<file path="config.mk">
export PLATFORM = sky130hd
export DESIGN_NAME = arbloss_capture
export DESIGN_NICKNAME = d
export VERILOG_FILES = /design/src/rtl/arbloss_pkg.sv /design/src/rtl/arbloss_lock.sv /design/src/rtl/arbloss_decode.sv /design/src/rtl/arbloss_capture.sv
export SDC_FILE = /design/constraint.sdc
export NUM_CORES = 1
export LEC_CHECK = 0
export ABC_AREA = 1
export BUFFER_PORTS_ARGS = -buffer_cell sky130_fd_sc_hd__buf_2
export CORE_UTILIZATION = 48
export DETAILED_ROUTE_END_ITERATION = 7
export PLACE_DENSITY = 0.81
export SLEW_MARGIN = 20
export SYNTH_ARGS = -nofsm -noshare
export SYNTH_HDL_FRONTEND = slang
export SYNTH_HIERARCHICAL = 1
export SYNTH_SLANG_ARGS = --single-unit
</file>
<file path="constraint.sdc">
create_clock -name clk -period 2.9 [get_ports clk]
set_clock_uncertainty 0.15 [all_clocks]
set_input_delay 0.435 -clock clk [delete_from_list [all_inputs] [get_ports clk]]
set_output_delay 0.435 -clock clk [all_outputs]
set_load 0.1 [all_outputs]
</file>
<file path="src/rtl/arbloss_pkg.sv">
package arbloss_pkg;

   // Header field classes of a stored arbitration position
   typedef enum logic [2:0] {
      FK_BASE_ID = 3'd0,
      FK_SUB_RTR = 3'd1,
      FK_ID_EXT  = 3'd2,
      FK_EXT_ID  = 3'd3,
      FK_EXT_RTR = 3'd4
   } fld_kind_e;

   // Header layout in arbitration order
   localparam int BASE_ID_BITS = 11;
   localparam int EXT_ID_BITS  = 18;
   localparam int ALL_ID_BITS  = BASE_ID_BITS + EXT_ID_BITS;
   localparam int SUBRTR_CODE  = BASE_ID_BITS;
   localparam int IDEXT_CODE   = BASE_ID_BITS + 1;
   localparam int EXT_FIRST    = BASE_ID_BITS + 2;
   localparam int EXT_LAST     = EXT_FIRST + EXT_ID_BITS - 1;
   localparam int RTR_CODE     = EXT_LAST + 1;

endpackage

</file>
<file path="src/rtl/arbloss_lock.sv">
module arbloss_lock #(
   parameter int IDX_W = 5
) (
   input  logic             clk,
   input  logic             rst_n,
   input  logic             loss_i,
   input  logic [IDX_W-1:0] idx_i,
   input  logic             en_i,
   input  logic             rd_i,
   output logic [IDX_W-1:0] pos_o,
   output logic             locked_o,
   output logic             irq_o
);

   logic [IDX_W-1:0] pos_q;
   logic             locked_q;
   logic             irq_q;
   logic             take;

   // A loss is accepted only into an armed register and never beside a read
   assign take = loss_i & ~locked_q & ~rd_i;

   always_ff @(posedge clk or negedge rst_n) begin
      if (!rst_n) begin
         pos_q    <= '0;
         locked_q <= 1'b0;
         irq_q    <= 1'b0;
      end else begin
         irq_q <= take & en_i;
         if (rd_i) begin
            locked_q <= 1'b0;
         end else if (take) begin
            pos_q    <= idx_i;
            locked_q <= 1'b1;
         end
      end
   end

   assign pos_o    = pos_q;
   assign locked_o = locked_q;
   assign irq_o    = irq_q;

   p_capture_r2 : assert property (@(posedge clk) disable iff (!rst_n)
      (loss_i && !locked_o && !rd_i) |=> (locked_o && pos_o == $past(idx_i)));

   p_hold_locked_r3 : assert property (@(posedge clk) disable iff (!rst_n)
      (locked_o && !rd_i) |=> $stable(pos_o));

   p_rearm_r4 : assert property (@(posedge clk) disable iff (!rst_n)
      rd_i |=> (!locked_o && $stable(pos_o)));

   p_read_wins_r5 : assert property (@(posedge clk) disable iff (!rst_n)
      (loss_i && rd_i) |=> !irq_o);

   p_no_irq_disabled_r6 : assert property (@(posedge clk) disable iff (!rst_n)
      (loss_i && !en_i) |=> !irq_o);

   p_irq_single_r6 : assert property (@(posedge clk) disable iff (!rst_n)
      irq_o |=> !irq_o);

   p_no_irq_locked_r7 : assert property (@(posedge clk) disable iff (!rst_n)
      locked_o |=> !irq_o);

endmodule

</file>
<file path="src/rtl/arbloss_decode.sv">
module arbloss_decode
   import arbloss_pkg::*;
#(
   parameter int IDX_W = 5,
   parameter int ID_W  = 5
) (
   input  logic [IDX_W-1:0] code_i,
   output fld_kind_e        kind_o,
   output logic [ID_W-1:0]  id_bit_o
);

   int c;

   always_comb begin
      c        = int'(code_i);
      kind_o   = FK_EXT_RTR;
      id_bit_o = '0;
      if (c < SUBRTR_CODE) begin
         kind_o   = FK_BASE_ID;
         id_bit_o = ID_W'(ALL_ID_BITS - 1 - c);
      end else if (c == SUBRTR_CODE) begin
         kind_o = FK_SUB_RTR;
      end else if (c == IDEXT_CODE) begin
         kind_o = FK_ID_EXT;
      end else if (c <= EXT_LAST) begin
         kind_o   = FK_EXT_ID;
         id_bit_o = ID_W'(EXT_LAST - c);
      end
   end

   // an extended identifier position never names a base identifier bit
   always_comb begin
      if (kind_o == FK_EXT_ID)
         p_ext_range_r11 : assert (int'(id_bit_o) < EXT_ID_BITS);
   end

endmodule

</file>
<file path="src/rtl/arbloss_capture.sv">
module arbloss_capture
   import arbloss_pkg::*;
#(
   parameter int IDX_W = 5,
   parameter int REG_W = 8,
   parameter int ID_W  = 5
) (
   input  logic             clk,
   input  logic             rst_n,
   input  logic             loss_stb,
   input  logic [IDX_W-1:0] bit_pos,
   input  logic             irq_enable,
   input  logic             cap_read,
   output logic [REG_W-1:0] cap_value,
   output logic             irq_req,
   output logic             cap_locked,
   output logic [2:0]       pos_kind,
   output logic [ID_W-1:0]  pos_id_bit
);

   localparam int PAD_W = REG_W - IDX_W;

   generate
      if (REG_W < IDX_W) begin : g_bad_reg_w
         $error("REG_W must hold the position index");
      end
      if ((1 << IDX_W) <= RTR_CODE) begin : g_bad_idx_w
         $error("IDX_W too narrow for the header positions");
      end
      if ((1 << ID_W) < ALL_ID_BITS) begin : g_bad_id_w
         $error("ID_W too narrow for the identifier bit number");
      end
   endgenerate

   logic [IDX_W-1:0] pos;
   fld_kind_e        kind;

   arbloss_lock #(.IDX_W(IDX_W)) u_lock (
      .clk      (clk),
      .rst_n    (rst_n),
      .loss_i   (loss_stb),
      .idx_i    (bit_pos),
      .en_i     (irq_enable),
      .rd_i     (cap_read),
      .pos_o    (pos),
      .locked_o (cap_locked),
      .irq_o    (irq_req)
   );

   arbloss_decode #(.IDX_W(IDX_W), .ID_W(ID_W)) u_dec (
      .code_i   (pos),
      .kind_o   (kind),
      .id_bit_o (pos_id_bit)
   );

   assign pos_kind = kind;

   generate
      if (PAD_W > 0) begin : g_pad
         assign cap_value = {{PAD_W{1'b0}}, pos};
         // reserved bits stay zero
         always_comb begin
            p_upper_zero_r8 : assert (cap_value[REG_W-1:IDX_W] == '0);
         end
      end else begin : g_nopad
         assign cap_value = pos;
      end
   endgenerate

endmodule

</file>
==> results of run 1 <==
report_power, final:
part	total (mW)	switching, mW	internal (mW)
clock network	0.0838	0.0316	0.0522
logic	0.518	0.434	0.0842
registers	0.141	0.0296	0.111
layout make-up:
type	instances	area, µm²	area share, %
Multi-Input combinational cell	71	424	51.7
Sequential cell	7	178	21.6
Timing Repair Buffer	25	130	15.9
Inverter	12	45.0	5.49
Clock buffer	4	26.3	3.20
Tap cell	14	17.5	2.13
through the flow:
step | area (µm²) | util, %
finish | 821 | 71.0
global route | 821 | 71.0
CTS | 821 | 71.0
detailed placement | 785 | 67.9
global placement | 785 | 67.9
floorplan | 677 | -
worst paths after layout:
kind                            startpoint         endpoint  slack [ns]  depth (start not counted)
min reg2reg                u_lock/pos_o[4]  u_lock/pos_o[4]        0.37                          2
min                               cap_read  u_lock/locked_o        0.24                          2
max reg2reg                u_lock/locked_o  u_lock/pos_o[3]        1.84                          4
max in group asynchronous            rst_n  u_lock/pos_o[1]        2.03                          2
min in group asynchronous            rst_n  u_lock/locked_o        0.40                          2
max                        u_lock/pos_o[2]    pos_id_bit[1]        0.34                          6
cell usage in the layout (no fill, tap or decap), types with 2 or more instances in the layout:
| cell type | netlist | final |
|---|---|---|
| conb_1 | 1 | 3 |
| ha_1 | 4 | 4 |
| nor2_4 | 2 | 3 |
| buf_2 | 0 | 24 |
| nand3_1 | 8 | 8 |
| nand2_4 | 2 | 2 |
| nand4_1 | 4 | 4 |
| nand2_1 | 27 | 27 |
| nand2_2 | 2 | 2 |
| clkbuf_4 | 0 | 3 |
| dfrtp_1 | 7 | 5 |
| nor2_1 | 11 | 10 |
| dfrtp_2 | 0 | 2 |
| inv_1 | 11 | 11 |
| nand3_2 | 2 | 2 |
| a21oi_4 | 0 | 2 |
critical path: cells and delay by family, from the launching register on:
kind          cells  cell delay, ns
flops             1            0.52
simple gates      4            0.53
buf+inv           2            0.68
cell families after synthesis:
| group | Yosys count | share of synthesized area (%) |
|---|---|---|
| AOI/OAI and AO/OA | 4 | 3.57 |
| buffers and inverters | 16 | 11.9 |
| and+or+nand+nor | 59 | 46.8 |
| other | 1 | 0.595 |
| xor gates and xnor gates | 1 | 1.39 |
| adders and majority gates | 4 | 7.94 |
| DFF | 7 | 27.8 |
state kept, by name, indices dropped and copies added (netlist names):
register	flops
u_lock/irq_o	1
u_lock/pos_o	5
u_lock/locked_o	1
routing by layer:
layer / global-route usage, % / wire length [µm]
met1: 24.7 / 581
met2: 35.2 / 606
met3: 3.49 / 74
met4: 2.68 / 0
met5: 0 / 0
timing repair:
action,in CTS,in global routing
hold buffers,1,0
hold endpoints to repair,7,0
gates resized for setup,0,0
==> results.sh, run 1 <==
export IMPL_status="completed"
export IMPL_hold_slack_ns=0.239
export IMPL_ir_worst_vdd_mv=0.449
export IMPL_path_clk_slew_ns=0.05
export IMPL_htreeDepth=1
export IMPL_drv_slew=0
export IMPL_synth_flop_cell="dfrtp_1"
export IMPL_synth_seq_area_share_pct=27.8
export IMPL_timing_final_crit_period_ns=2.56
export IMPL_hold_viol=0
export IMPL_syn_inst=92
export IMPL_dpl_cell_count=128
export IMPL_start_util_pct=54.5
export IMPL_root_buffer="clkbuf_4"
export IMPL_dp_slack_ns=0.611
export IMPL_final_setup_viol_count=0
export IMPL_synthMostInstantiatedCell="nand2_1"
export IMPL_netlist_area_um2=631
export IMPL_grt_max_degree=14
export IMPL_drt_iter0_drc=15
export IMPL_crit_arrival_ns=1.97
export IMPL_grt_pass1_vias=516
export IMPL_antenna_found_initial=0
export IMPL_firstDrtPassIters=4
export IMPL_vias_per_cell=4.90
export IMPL_power_leakage_nw=0.489
export IMPL_power_density_nw_per_um2=905
export IMPL_p_total_mw=0.743
export IMPL_rsz0062_at_grt="false"
export IMPL_grt_overflow=0
export IMPL_insertion_delay_ns=0.24
export IMPL_fillerInstances=89
export IMPL_setup_tns_ns=0
export IMPL_synth_top_area_share_pct=27.8
export IMPL_drive_above_1_share_pct=35.3
export IMPL_rows=12
export IMPL_synth_top_cells_by_count="nand2_1 (27), inv_1 (11), nor2_1 (11)"
export IMPL_track_usage_pct=19.6
export IMPL_async_flop_share_pct=100
export IMPL_dieArea_um2=1460
export IMPL_die_x_um=38.2
export IMPL_instances_no_fill=133
export IMPL_avgSynthCellArea_um2=6.85
export IMPL_wire_per_inst_um=9.50
export IMPL_ant_nets=0
export IMPL_ys_ff_latch=7
export IMPL_critPathSlowestCell="dfrtp_1"
export IMPL_finalCritPeriodShare_pct=88.1
export IMPL_synth_area_leaders="dfrtp_1 (28%), nand2_1 (16%), ha_1 (7.9%), inv_1 (6.5%), nor2_1 (6.5%)"
export IMPL_cts_sinks=7
export IMPL_post_cts_repair_setup_buffers=0
export IMPL_cap_violations=0
export IMPL_worst_endpoint_required_ns=2.32
export IMPL_start_kind="register"
export IMPL_die_h_um=38.2
export IMPL_synth_edf_count=0
export IMPL_coreArea_um2=1160
export IMPL_path_max_fanout=13
export IMPL_cp_cell_sequence="nand2_2, nand3_2, inv_1, nand2_1, nand2_1, buf_2"
export IMPL_vias=652
export IMPL_cts_tree="built"
export IMPL_hpwl_um=1030
export IMPL_n_antenna_cell=0
export IMPL_synth_distinct_cells=19
export IMPL_grt_first_pass_wirelength_um=2060
export IMPL_gp_congestion=0.782
export IMPL_io_pins=28
export IMPL_end_kind="output pin"
export IMPL_critPathMaxStageDelay_ns=0.52
export IMPL_worstSetupPathType="reg2out"
export IMPL_cts_buffers_inserted=3
export IMPL_path_common_cell="nand2_1"
export IMPL_wirelength_um=1260
export IMPL_syn2layout_area_growth_pct=30.2
export IMPL_drc=0
export IMPL_synth_top_cell_by_area="dfrtp_1"
export IMPL_clock_fmax_mhz=391
export IMPL_finalWorstSetupSlack_ns=0.344
export IMPL_io_buffers=24
export IMPL_hold_path_class="in2reg"
export IMPL_yosysWarnings=6
export IMPL_fin_nets=134
export IMPL_clock_path_buffers=2
Power figures use the tool's default switching activity.
==> inputs of run 2 (changes only) <==
--- a/config.mk
+++ b/config.mk
@@ -9,6 +9,7 @@
 export BUFFER_PORTS_ARGS = -buffer_cell sky130_fd_sc_hd__buf_2
 export CORE_UTILIZATION = 48
 export DETAILED_ROUTE_END_ITERATION = 7
+export GPL_TIMING_DRIVEN = 0
 export PLACE_DENSITY = 0.81
 export SLEW_MARGIN = 20
 export SYNTH_ARGS = -nofsm -noshare
==> run 2 against run 1 <==
Utilization up 2.7 points. Via count grew 3.5%. Setup slack lost 0.013 ns. Non-clock buffer count is 4 higher. Final area rose by 3.8%. Flip-flop and latch count unchanged. Critical path depth unchanged. Die area unchanged. Total power up 2.0%. Combinational power up 3%. Critical path type unchanged. Highest routed layer unchanged.
==> results.sh, run 2 (same netlist as run 1, synthesis figures left out) <==
export IMPL_vias=675
export IMPL_p_total_mw=0.758
export IMPL_clock_path_buffers=2
export IMPL_hold_viol=0
export IMPL_layout_common_cells="nand2_1 (27), buf_2 (24), inv_1 (11), nor2_1 (10), nand3_1 (8)"
export IMPL_track_usage_pct=23.2
export IMPL_drv_slew=0
export IMPL_seq_area_um2=178
export IMPL_end_kind="output pin"
export IMPL_fin_nets=138
export IMPL_syn2layout_area_growth_pct=35.1
export IMPL_reg2reg_slack_ns=1.81
export IMPL_cts_tree="built"
export IMPL_coreArea_um2=1160
export IMPL_ir_worst_vdd_mv=0.479
export IMPL_insertion_delay_ns=0.26
export IMPL_start_util_pct=54.5
export IMPL_cts_buffers_inserted=3
export IMPL_crit_arrival_ns=1.98
export IMPL_rsz0062_at_grt="false"
export IMPL_worst_endpoint_required_ns=2.32
export IMPL_htreeDepth=1
export IMPL_r2r_start="u_lock/locked_o"
export IMPL_io_buffers=24
export IMPL_path_max_fanout=10
export IMPL_final_common_cell="nand2_1"
export IMPL_setup_tns_ns=0
export IMPL_fillerInstances=96
export IMPL_dieArea_um2=1460
export IMPL_rows=12
export IMPL_gp_congestion=0.769
export IMPL_finalWorstSetupSlack_ns=0.331
export IMPL_drive_above_1_share_pct=38.2
export IMPL_dpl_cell_count=132
export IMPL_wirelength_um=1420
export IMPL_power_leakage_nw=0.513
export IMPL_clock_fmax_mhz=389
export IMPL_start_kind="register"
export IMPL_finalCritPeriodShare_pct=88.6
export IMPL_hold_slack_ns=0.224
export IMPL_vias_per_cell=4.93
export IMPL_grt_first_pass_wirelength_um=2340
export IMPL_grt_pass1_vias=591
export IMPL_drt_iter0_drc=13
export IMPL_ff2ff_path_depth=4
export IMPL_cap_violations=0
export IMPL_path_clk_slew_ns=0.06
export IMPL_hpwl_um=1100
export IMPL_drc=0
export IMPL_io_pins=28
export IMPL_instances_no_fill=137
export IMPL_min_from="cap_read"
export IMPL_whs_path_depth=2
export IMPL_status="completed"
export IMPL_multi_input_area_um2=424
export IMPL_final_area_um2=852
export IMPL_grt_max_degree=12
export IMPL_firstDrtPassIters=4
export IMPL_cts_sinks=7
export IMPL_wire_per_inst_um=10.4
export IMPL_setup_worst_path_start="u_lock/pos_o[0]"
export IMPL_hold_path_class="in2reg"
export IMPL_timing_final_crit_period_ns=2.57
export IMPL_n_antenna_cell=0
export IMPL_grt_overflow=0
export IMPL_worstSetupPathType="reg2out"
export IMPL_antenna_found_initial=0
export IMPL_largest_reg_flops=5
export IMPL_reg2reg_to="u_lock/pos_o[1]"
export IMPL_dp_slack_ns=0.618
export IMPL_die_x_um=38.2
export IMPL_die_h_um=38.2
export IMPL_postPlaceCellArea_um2=815
export IMPL_ant_nets=0
export IMPL_power_density_nw_per_um2=890
export IMPL_post_route_util_pct=73.7
export IMPL_final_setup_viol_count=0
export IMPL_crit_path_end="pos_id_bit[4]"
export IMPL_root_buffer="clkbuf_4"
==> run 2: cell types whose count changed in the layout (fill, tap and decap cells not counted), sizes merged <==
| cell | change |
|---|---|
| buf | +4 |
| clkinv | +1 |
| clkbuf | -1 |
==> run 2: critical path, cell delays in order (launching register included) <==
cell,delay [ns]
dfrtp_2,0.46
inv_1,0.13
ha_1,0.26
nand4_1,0.16
nand3_2,0.15
a21oi_4,0.14
buf_2,0.43
==> run 2: per-layer routing <==
metal / wire length (µm) / global-route usage [%]
met4: 0 / 10.7
met1: 599 / 25.8
met3: 72 / 1.74
met2: 749 / 43.6
met5: 0 / 0
==> run 2: what timing repair did <==
| item | 4_1_cts | 5_1_grt |
|---|---|---|
| buffers inserted | 0 | 0 |
| hold buffers | 1 | 0 |
| gates resized for setup | 0 | 0 |
| endpoints found under the hold margin | 7 | 0 |
==> run 2: area by class of cell <==
| type | count | area share (%) |
|---|---|---|
| timing repair buffer | 25 | 15.3 |
| buffer | 4 | 3.52 |
| clock buffer | 3 | 2.64 |
| tap | 14 | 2.06 |
| inverter | 12 | 5.29 |
| clock inverter | 1 | 0.587 |
| sequential | 7 | 20.9 |
| multi-input combinational | 71 | 49.8 |
==> run 2: how the worst min path moves through the flow <==
stage,slack [ns],to
3_3_place_gp,0.12,u_lock/locked_o
4_1_cts,0.22,u_lock/locked_o
2_1_floorplan,-0.01,u_lock/irq_o
6_report,0.22,u_lock/locked_o
5_1_grt,0.22,u_lock/locked_o
3_5_place_dp,0.13,u_lock/locked_o
==> run 2: power breakdown <==
part	switching, mW	internal (mW)
registers	0.0247	0.111
clock network	0.0400	0.0506
logic	0.442	0.0898
total	0.507	0.252
